--- src/rtl/dsd_pkg.sv ---
package dsd_pkg;
  localparam int unsigned DEF_CNT_W  = 8;
  localparam int unsigned DEF_FRAC_W = 7;
  localparam int unsigned NCH        = 2;

  typedef enum logic {
    DIR_UP   = 1'b0,
    DIR_DOWN = 1'b1
  } cnt_dir_e;
endpackage

--- src/rtl/dsd_tri_counter.sv ---
module dsd_tri_counter
  import dsd_pkg::*;
#(
  parameter int unsigned CNT_W = DEF_CNT_W
) (
  input  logic             clk,
  input  logic             rst_n,
  output logic [CNT_W-1:0] cnt_o,
  output logic             tick_o
);
  localparam logic [CNT_W-1:0] TOP  = '1;
  localparam logic [CNT_W-1:0] ONE  = CNT_W'(1);
  localparam logic [CNT_W-1:0] ZERO = '0;

  logic [CNT_W-1:0] cnt_q;
  cnt_dir_e         dir_q;

  always_ff @(posedge clk or negedge rst_n) begin
    if (!rst_n) begin
      cnt_q <= ZERO;
      dir_q <= DIR_UP;
    end else if (cnt_q == ZERO) begin
      cnt_q <= ONE;
      dir_q <= DIR_UP;
    end else if (cnt_q == TOP) begin
      cnt_q <= TOP - ONE;
      dir_q <= DIR_DOWN;
    end else if (dir_q == DIR_UP) begin
      cnt_q <= cnt_q + ONE;
    end else begin
      cnt_q <= cnt_q - ONE;
    end
  end

  assign cnt_o  = cnt_q;
  assign tick_o = (cnt_q == ZERO);
endmodule

--- src/rtl/dsd_dither_chan.sv ---
module dsd_dither_chan #(
  parameter int unsigned CNT_W  = dsd_pkg::DEF_CNT_W,
  parameter int unsigned FRAC_W = dsd_pkg::DEF_FRAC_W,
  localparam int unsigned LVL_W = CNT_W + FRAC_W,
  localparam int unsigned CMP_W = CNT_W + 1,
  localparam int unsigned SUM_W = FRAC_W + 1
) (
  input  logic             clk,
  input  logic             rst_n,
  input  logic             tick_i,
  input  logic             load_i,
  input  logic             zero_i,
  input  logic [LVL_W-1:0] level_i,
  output logic [CMP_W-1:0] live_o,
  output logic [CMP_W-1:0] pend_o
);
  function automatic logic [SUM_W-1:0] acc_sum(logic [FRAC_W-1:0] acc,
                                               logic [FRAC_W-1:0] frac);
    return {1'b0, acc} + {1'b0, frac};
  endfunction

  function automatic logic [CMP_W-1:0] cmp_from(logic [CNT_W-1:0] base,
                                                logic carry);
    return {1'b0, base} + {{CNT_W{1'b0}}, carry};
  endfunction

  logic [LVL_W-1:0]  level_q;
  logic [FRAC_W-1:0] acc_q;
  logic [CMP_W-1:0]  live_q;
  logic [CMP_W-1:0]  pend_q;
  logic [SUM_W-1:0]  sum_w;
  logic              carry_w;

  assign sum_w   = acc_sum(acc_q, level_q[FRAC_W-1:0]);
  assign carry_w = sum_w[FRAC_W];

  always_ff @(posedge clk or negedge rst_n) begin
    if (!rst_n) begin
      level_q <= '0;
      acc_q   <= '0;
      live_q  <= '0;
      pend_q  <= '0;
    end else begin
      if (tick_i) acc_q <= sum_w[FRAC_W-1:0];
      if (zero_i) begin
        level_q <= '0;
        live_q  <= '0;
        pend_q  <= '0;
      end else if (load_i) begin
        level_q <= level_i;
        live_q  <= cmp_from(level_i[LVL_W-1:FRAC_W], 1'b0);
        pend_q  <= cmp_from(level_i[LVL_W-1:FRAC_W], 1'b0);
      end else if (tick_i) begin
        live_q  <= pend_q;
        pend_q  <= cmp_from(level_q[LVL_W-1:FRAC_W], carry_w);
      end
    end
  end

  assign live_o = live_q;
  assign pend_o = pend_q;
endmodule

--- src/rtl/dsd_pwm_cmp.sv ---
module dsd_pwm_cmp #(
  parameter int unsigned CNT_W = dsd_pkg::DEF_CNT_W,
  localparam int unsigned CMP_W = CNT_W + 1
) (
  input  logic [CNT_W-1:0] cnt_i,
  input  logic [CMP_W-1:0] cmp_i,
  output logic             pwm_o
);
  always_comb pwm_o = ({1'b0, cnt_i} < cmp_i);
endmodule

--- src/rtl/dual_dsm_dimmer.sv ---
module dual_dsm_dimmer #(
  parameter int unsigned CNT_W  = dsd_pkg::DEF_CNT_W,
  parameter int unsigned FRAC_W = dsd_pkg::DEF_FRAC_W,
  localparam int unsigned LVL_W = CNT_W + FRAC_W,
  localparam int unsigned CMP_W = CNT_W + 1
) (
  input  logic             clk,
  input  logic             rst_n,
  input  logic             load_i,
  input  logic             zero_i,
  input  logic [LVL_W-1:0] level_a_i,
  input  logic [LVL_W-1:0] level_b_i,
  output logic             pwm_a_o,
  output logic             pwm_b_o
);
  localparam int unsigned NCH = dsd_pkg::NCH;

  logic [CNT_W-1:0]            cnt_q;
  logic                        period_tick;
  logic [NCH-1:0][LVL_W-1:0]   level_in;
  logic [NCH-1:0][CMP_W-1:0]   live_cmp;
  logic [NCH-1:0][CMP_W-1:0]   pend_cmp;
  logic [NCH-1:0]              pwm_w;

  assign level_in[0] = level_a_i;
  assign level_in[1] = level_b_i;

  dsd_tri_counter #(.CNT_W(CNT_W)) ctr_i (
    .clk    (clk),
    .rst_n  (rst_n),
    .cnt_o  (cnt_q),
    .tick_o (period_tick)
  );

  for (genvar g = 0; g < NCH; g++) begin : g_chan
    dsd_dither_chan #(.CNT_W(CNT_W), .FRAC_W(FRAC_W)) dith_i (
      .clk     (clk),
      .rst_n   (rst_n),
      .tick_i  (period_tick),
      .load_i  (load_i),
      .zero_i  (zero_i),
      .level_i (level_in[g]),
      .live_o  (live_cmp[g]),
      .pend_o  (pend_cmp[g])
    );

    dsd_pwm_cmp #(.CNT_W(CNT_W)) cmp_i (
      .cnt_i (cnt_q),
      .cmp_i (live_cmp[g]),
      .pwm_o (pwm_w[g])
    );
  end

  assign pwm_a_o = pwm_w[0];
  assign pwm_b_o = pwm_w[1];
endmodule

--- config.mk ---
export PLATFORM = sky130hd
export DESIGN_NAME = dual_dsm_dimmer
export DESIGN_NICKNAME = d
export VERILOG_FILES = /design/src/rtl/dsd_pkg.sv /design/src/rtl/dsd_tri_counter.sv /design/src/rtl/dsd_dither_chan.sv /design/src/rtl/dsd_pwm_cmp.sv /design/src/rtl/dual_dsm_dimmer.sv
export SDC_FILE = /design/constraint.sdc
export NUM_CORES = 1
export LEC_CHECK = 0
export BUFFER_PORTS_ARGS = -buffer_cell sky130_fd_sc_hd__buf_2
export CAP_MARGIN = 25
export CORE_MARGIN = 10
export CORE_UTILIZATION = 65
export CTS_CLUSTER_SIZE = 10
export DETAILED_ROUTE_END_ITERATION = 16
export PLACE_DENSITY = 0.85
export SYNTH_ARGS = -nofsm -noshare
export SYNTH_HDL_FRONTEND = slang
export SYNTH_SLANG_ARGS = --single-unit
export TNS_END_PERCENT = 30
--- constraint.sdc ---
create_clock -name clk -period 8.1 [get_ports clk]
set_input_delay 1.62 -clock clk [delete_from_list [all_inputs] [get_ports clk]]
set_output_delay 1.62 -clock clk [all_outputs]
set_load 0.05 [all_outputs]
Word level (Yosys, flattened, before mapping)
Cells that the tools add are included. W data, S select, Z words.

$add $sub $neg: 6. Order comparisons: 2. Eq/ne operators: 1. Mux-type cells: 21. Reductions and logical operators: 4.

Operators by type and width (number): $mux W9 (12); $mux W15 (4); $mux W8 (3); $add A8 B1 Y9 (2); $lt A8 B9 Y1 (2); $add A7 B7 Y8 (2); $add A8 B1 Y8 const B (1); $eq A8 B8 Y1 const B (1); $logic_not A8 Y1 (1); $sub A8 B1 Y8 const B (1); $reduce_bool A2 Y1 (2); $reduce_bool A3 Y1 (1); $mux W1 (2).

Register bits: 89. Input bits: 34. Logic and storage cells: 44.

Logic depth before layout (Yosys ltp)
Depth in word-level cells: 5. Depth in mapped cells: 13. Depth with buffers taken out: 13.

Hierarchy
From an unflattened synthesis, not the netlist that was laid out.

Cell total of the unflattened synthesis: 533. Area, all modules: 5317.6 um^2.

Modules (own cells, without submodules): dsd_dither_chan (g_chan[0].dith_i) (instances 1, cells each 210, area each 2155.8 um^2, seq. area each 1001.0 um^2); dsd_dither_chan (g_chan[1].dith_i) (instances 1, cells each 209, area each 2144.6 um^2, seq. area each 1001.0 um^2); dsd_tri_counter (instances 1, cells each 62, area each 614.3 um^2, seq. area each 225.2 um^2); dsd_pwm_cmp (instances 2, cells each 26, area each 201.4 um^2, seq. area each 0.0 um^2).

Worst setup path before layout
Ideal clock, no wire load.

Kind: register to output. Start: register ctr_i.cnt_q[4], in the netlist ctr_i.cnt_o[4]. End: output port pwm_a_o. Arrival time: 2.004 ns. Data required time: 6.480 ns. Slack: 4.476 ns. Cell stages (with the launch flop): 6. Path buffers: 0. Cells stage by stage: dfrtp_1 -> ha_1 -> a21o_1 -> a21oi_1 -> o21ai_0 -> a31oi_1.

Cells in the longest elaborated chain, start to end: 1.

RTL lines: from (decl) (RTL line dsd_tri_counter.sv:15) `logic [CNT_W-1:0] cnt_q;`; from (signal assigned) (RTL line dsd_tri_counter.sv:26) `cnt_q <= TOP - ONE;`; from (signal assigned) (RTL line dsd_tri_counter.sv:29) `cnt_q <= cnt_q + ONE;`; from (signal assigned) (RTL line dsd_tri_counter.sv:31) `cnt_q <= cnt_q - ONE;`; $lt A8 B9 Y1 (RTL line dsd_pwm_cmp.sv:9) `always_comb pwm_o = ({1'b0, cnt_i} < cmp_i);`; to (decl) (RTL line dual_dsm_dimmer.sv:13) `output logic pwm_a_o,`.

No other way between the ends.

Worst setup path in the final report
Start: register ctr_i.cnt_q[1], in the netlist ctr_i.cnt_o[1]. End: output port pwm_b_o.

Cells in the longest elaborated chain, start to end: 1.

RTL lines: $lt A8 B9 Y1 (RTL line dsd_pwm_cmp.sv:9); to (decl) (RTL line dual_dsm_dimmer.sv:14) `output logic pwm_b_o`.

No other way between the ends.

==> summary.txt <==
STA
  – Unrepaired setup endpoints after global routing: no
  – Setup_tns: 0 ps
  – Max Fclk: 0.266 GHz
  – Final Hold Vio Count: 0
  – Slew @ Worst Pin: 705 ps
  – Min Tclk post-route: 3750 ps
  – Clk_skew: 7.44 ps
  – Slew Viols, Final: 0
  – Final setup fails: 0
  – Max-slew headroom: 53.0%
  – Fin crit share: 46.4%
  – Final worst setup slack: 4350 ps

Logic synthesis
  – Net Count, Synth: 597
  – Synthesized cell area: 0.00502 mm^2
  – EDFF count, synth: 0
  – Yosys top cell by area: dfrtp_1
  – Count of cell types in the netlist: 43
  – Async SR Flop Fraction: 100%
  – Top_reg_cell synth: dfrtp_1
  – Sequential share of the synthesized area: 44.3%
  – Yosys reg bits: 89
  – Top cells by count, synth: dfrtp_1 (89), nand2_1 (80), a21oi_1 (55)
  – Top cells by area, synth: dfrtp_1 (44%), ha_1 (9.5%), nand2_1 (6.0%), a21oi_1 (5.5%), mux2i_1 (3.6%)
  – Syn avg cell area: 9.63 um^2
  – Post-Syn Instances: 522
  – Area share of the largest cell type after synthesis: 44.3%
  – Warnings from Yosys: 0
  – Count leader, synth: dfrtp_1

Clock network
  – Setup bufs post-CTS: 0
  – PostCTS Resize Cnt: 0
  – Clk buf depth: 2
  – H-Tree Level Count: 3
  – CTS buffer count: 9
  – TritonCTS clock tree: built
  – Hold_buf cts: 0
  – Skew-Pair Late Insertion Delay: 350 ps
  – Clock tree sinks: 89
  – Clock slew at reported path FFs: 100 ps
  – CTS Root Cell: clkbuf_8

Critical path
  – Worst setup endpoint: pwm_b_o
  – CP Cell Sequence: ha_1, a21o_1, a21oi_1, o21ai_0, a41oi_1, buf_2
  – Cells on worst reg2reg path: 13
  – CP Class: register to primary output
  – Worst path bufs/invs: 1
  – FF-to-FF setup slack: 4960 ps
  – FF-to-FF Start: g_chan[0].dith_i.acc_q[3]
  – Crit path required time: 6480 ps
  – Slowest stage delay, CP: 490 ps
  – Critical path endpoint category: primary output
  – Setup crit start kind: register
  – Crit path from: ctr_i.cnt_o[1]
  – Crit path DAT: 2130 ps
  – RR Endpoint: g_chan[0].dith_i.pend_o[6]
  – Crit path depth: 6
  – Crit path max fanout: 6
  – Kind of cell adding the most delay to the critical path: compound AO/OA/AOI/OAI gates
  – Slowest CP cell: dfrtp_1

Status
  – Outcome: completed

Global routing
  – GR Overflow Total: 0
  – Grt peak-use layer: met2
  – GR Util met1: 25.0%
  – Initial antenna violation count: 0
  – Global-route wire length before repair: 17,800 um
  – Largest net degree at the start of global routing: 65
  – Vias in the first global route: 3,800
  – GRT Overall Usage: 18.6%
  – GR Util met2: 30.1%
  – Met3 Use GR: 4.01%

Pwr
  – Reg power frac: 51.9%
  – Leakage: 2.64 nW
  – Worst vdd ir: 145 uV
  – Net Sw Frac: 26.2%
  – P_sw: 241 uW
  – Comb power frac: 10.5%
  – Clock power share: 37.6%
  – PD cells: 169 mW/mm^2
  – Int Pwr: 681 uW

Detailed routing
  – Routed vias/inst: 5.77
  – First-pass detailed-route iteration total: 4
  – DR iter-0 viols: 278
  – Final antenna-violating net count: 0
  – Via count: 3,770
  – DRC: 0
  – DR WL/cell: 16.0 um
  – Total wire length: 10,400 um

Run
  – Max-cap viol count: 0

Finish
  – Sequential Area: 0.00223 mm^2
  – FILL cells: 540
  – Area growth, synth to finish: 8.84%
  – Nets@finish: 621
  – Antenna diode count: 0
  – Area occupied by multi-input gates: 0.00254 mm^2
  – Share of cells above drive strength 1: 13.1%

Floorplan
  – I/O pin cnt: 36
  – Die area: 0.0116 mm^2
  – Starting Density: 66.1%
  – Core area: 0.00761 mm^2
  – Die Y-Extent: 108 um
  – Die Width: 108 um
  – Std cell rows: 32

Worst hold path
  – Min-Delay Path Class: register to register

Place
  – Placer Congestion: 0.818
  – Dpl hpwl: 7080 um
  – Setup WS pre-CTS: 4720 ps
  – Port buffer count: 35
## worst register-to-register path: stages, from the launching register on
cell      delay [ps]
dfrtp_1          400
ha_1             360
and2_1           180
a311o_1          320
a21oi_1          300
o21bai_1         110
a21o_1           190
ha_1             220
ha_1             220
nand3_1          160
nor2_1            80
xor2_1           170
nor2_1            60
o32ai_1          280
## stage by stage
stage	power, mW	hold slack (ps)	util [%]	instance area, um^2	instances
floorplan	0.547	452	-	5020	522
CTS	0.925	498	71.5	5440	652
finish	0.922	496	71.9	5470	653
global placement	0.577	466	68.5	5210	636
detailed placement	0.583	476	68.5	5210	636
global route	0.961	511	71.9	5470	653
## routing by layer
metal  share of wire, %  vias to the layer above
met5                  0                        -
met4                1.1                        0
met3                5.1                       10
met2                 49                       96
met1                 45                     1813
li1                   -                     1851
## worst min-delay path by stage
| stage | slack [ps] | from | cells after the start | to |
|---|---|---|---|---|
| finish | 500 | g_chan[0].dith_i.acc_q[4] | 1 | g_chan[0].dith_i.acc_q[4] |
| global route | 510 | g_chan[1].dith_i.acc_q[4] | 1 | g_chan[1].dith_i.acc_q[4] |
| CTS | 500 | g_chan[1].dith_i.acc_q[4] | 1 | g_chan[1].dith_i.acc_q[4] |
| detailed placement | 480 | g_chan[1].dith_i.acc_q[4] | 1 | g_chan[1].dith_i.acc_q[4] |
| global placement | 470 | g_chan[0].dith_i.acc_q[0] | 2 | g_chan[0].dith_i.acc_q[0] |
| floorplan | 450 | g_chan[0].dith_i.acc_q[0] | 2 | g_chan[0].dith_i.acc_q[0] |
## cell type report
cell class	instances	area share, %
tap	102	2.33
timing repair buffer	40	4.30
clock buffer	9	2.26
inverter	29	1.99
clock inverter	7	1.90
multi-input combinational	377	46.5
sequential	89	40.7
## power by group through the flow
stage          sequential (mW)  clock [mW]  combinational [mW]
2_1_floorplan            0.483           0              0.0648
3_3_place_gp             0.486           0              0.0909
3_5_place_dp             0.487           0              0.0955
4_1_cts                  0.478       0.350              0.0962
5_1_grt                  0.481       0.370               0.110
6_report                 0.479       0.346              0.0970
## cell usage in the layout (no fill, tap or decap), types with 4 or more instances in the layout
cell      count
o32ai_1       6
nand3_1      10
nand4_1       4
xor2_1       12
mux2i_1      18
a21o_1       11
a31oi_1       9
o21a_1        7
o21ai_0      13
ha_1         38
nand2_1      80
dfrtp_1      89
nor2b_1       4
buf_4         5
inv_1        29
buf_2        34
o22ai_1       4
xnor2_1      13
mux2_2        9
o21bai_1      7
clkbuf_8      9
nor2_1       42
a21oi_1      55
## sequential cells by signal, summed over array words and instances (netlist names)
name	count
ctr_i.cnt_o	8
ctr_i.dir_q	1
g_chan.dith_i.acc_q	14
g_chan.dith_i.level_q	30
g_chan.dith_i.live_o	18
g_chan.dith_i.pend_o	18
## cells by family after synthesis
family | synth area share [%]
compound gates | 15.6
fa+ha+maj | 10.7
simple gates | 13.5
mux | 6.50
xor+xnor | 4.36
flops | 44.3
buf+inv | 5.08
No activity file was read; power rests on OpenSTA's default activity.
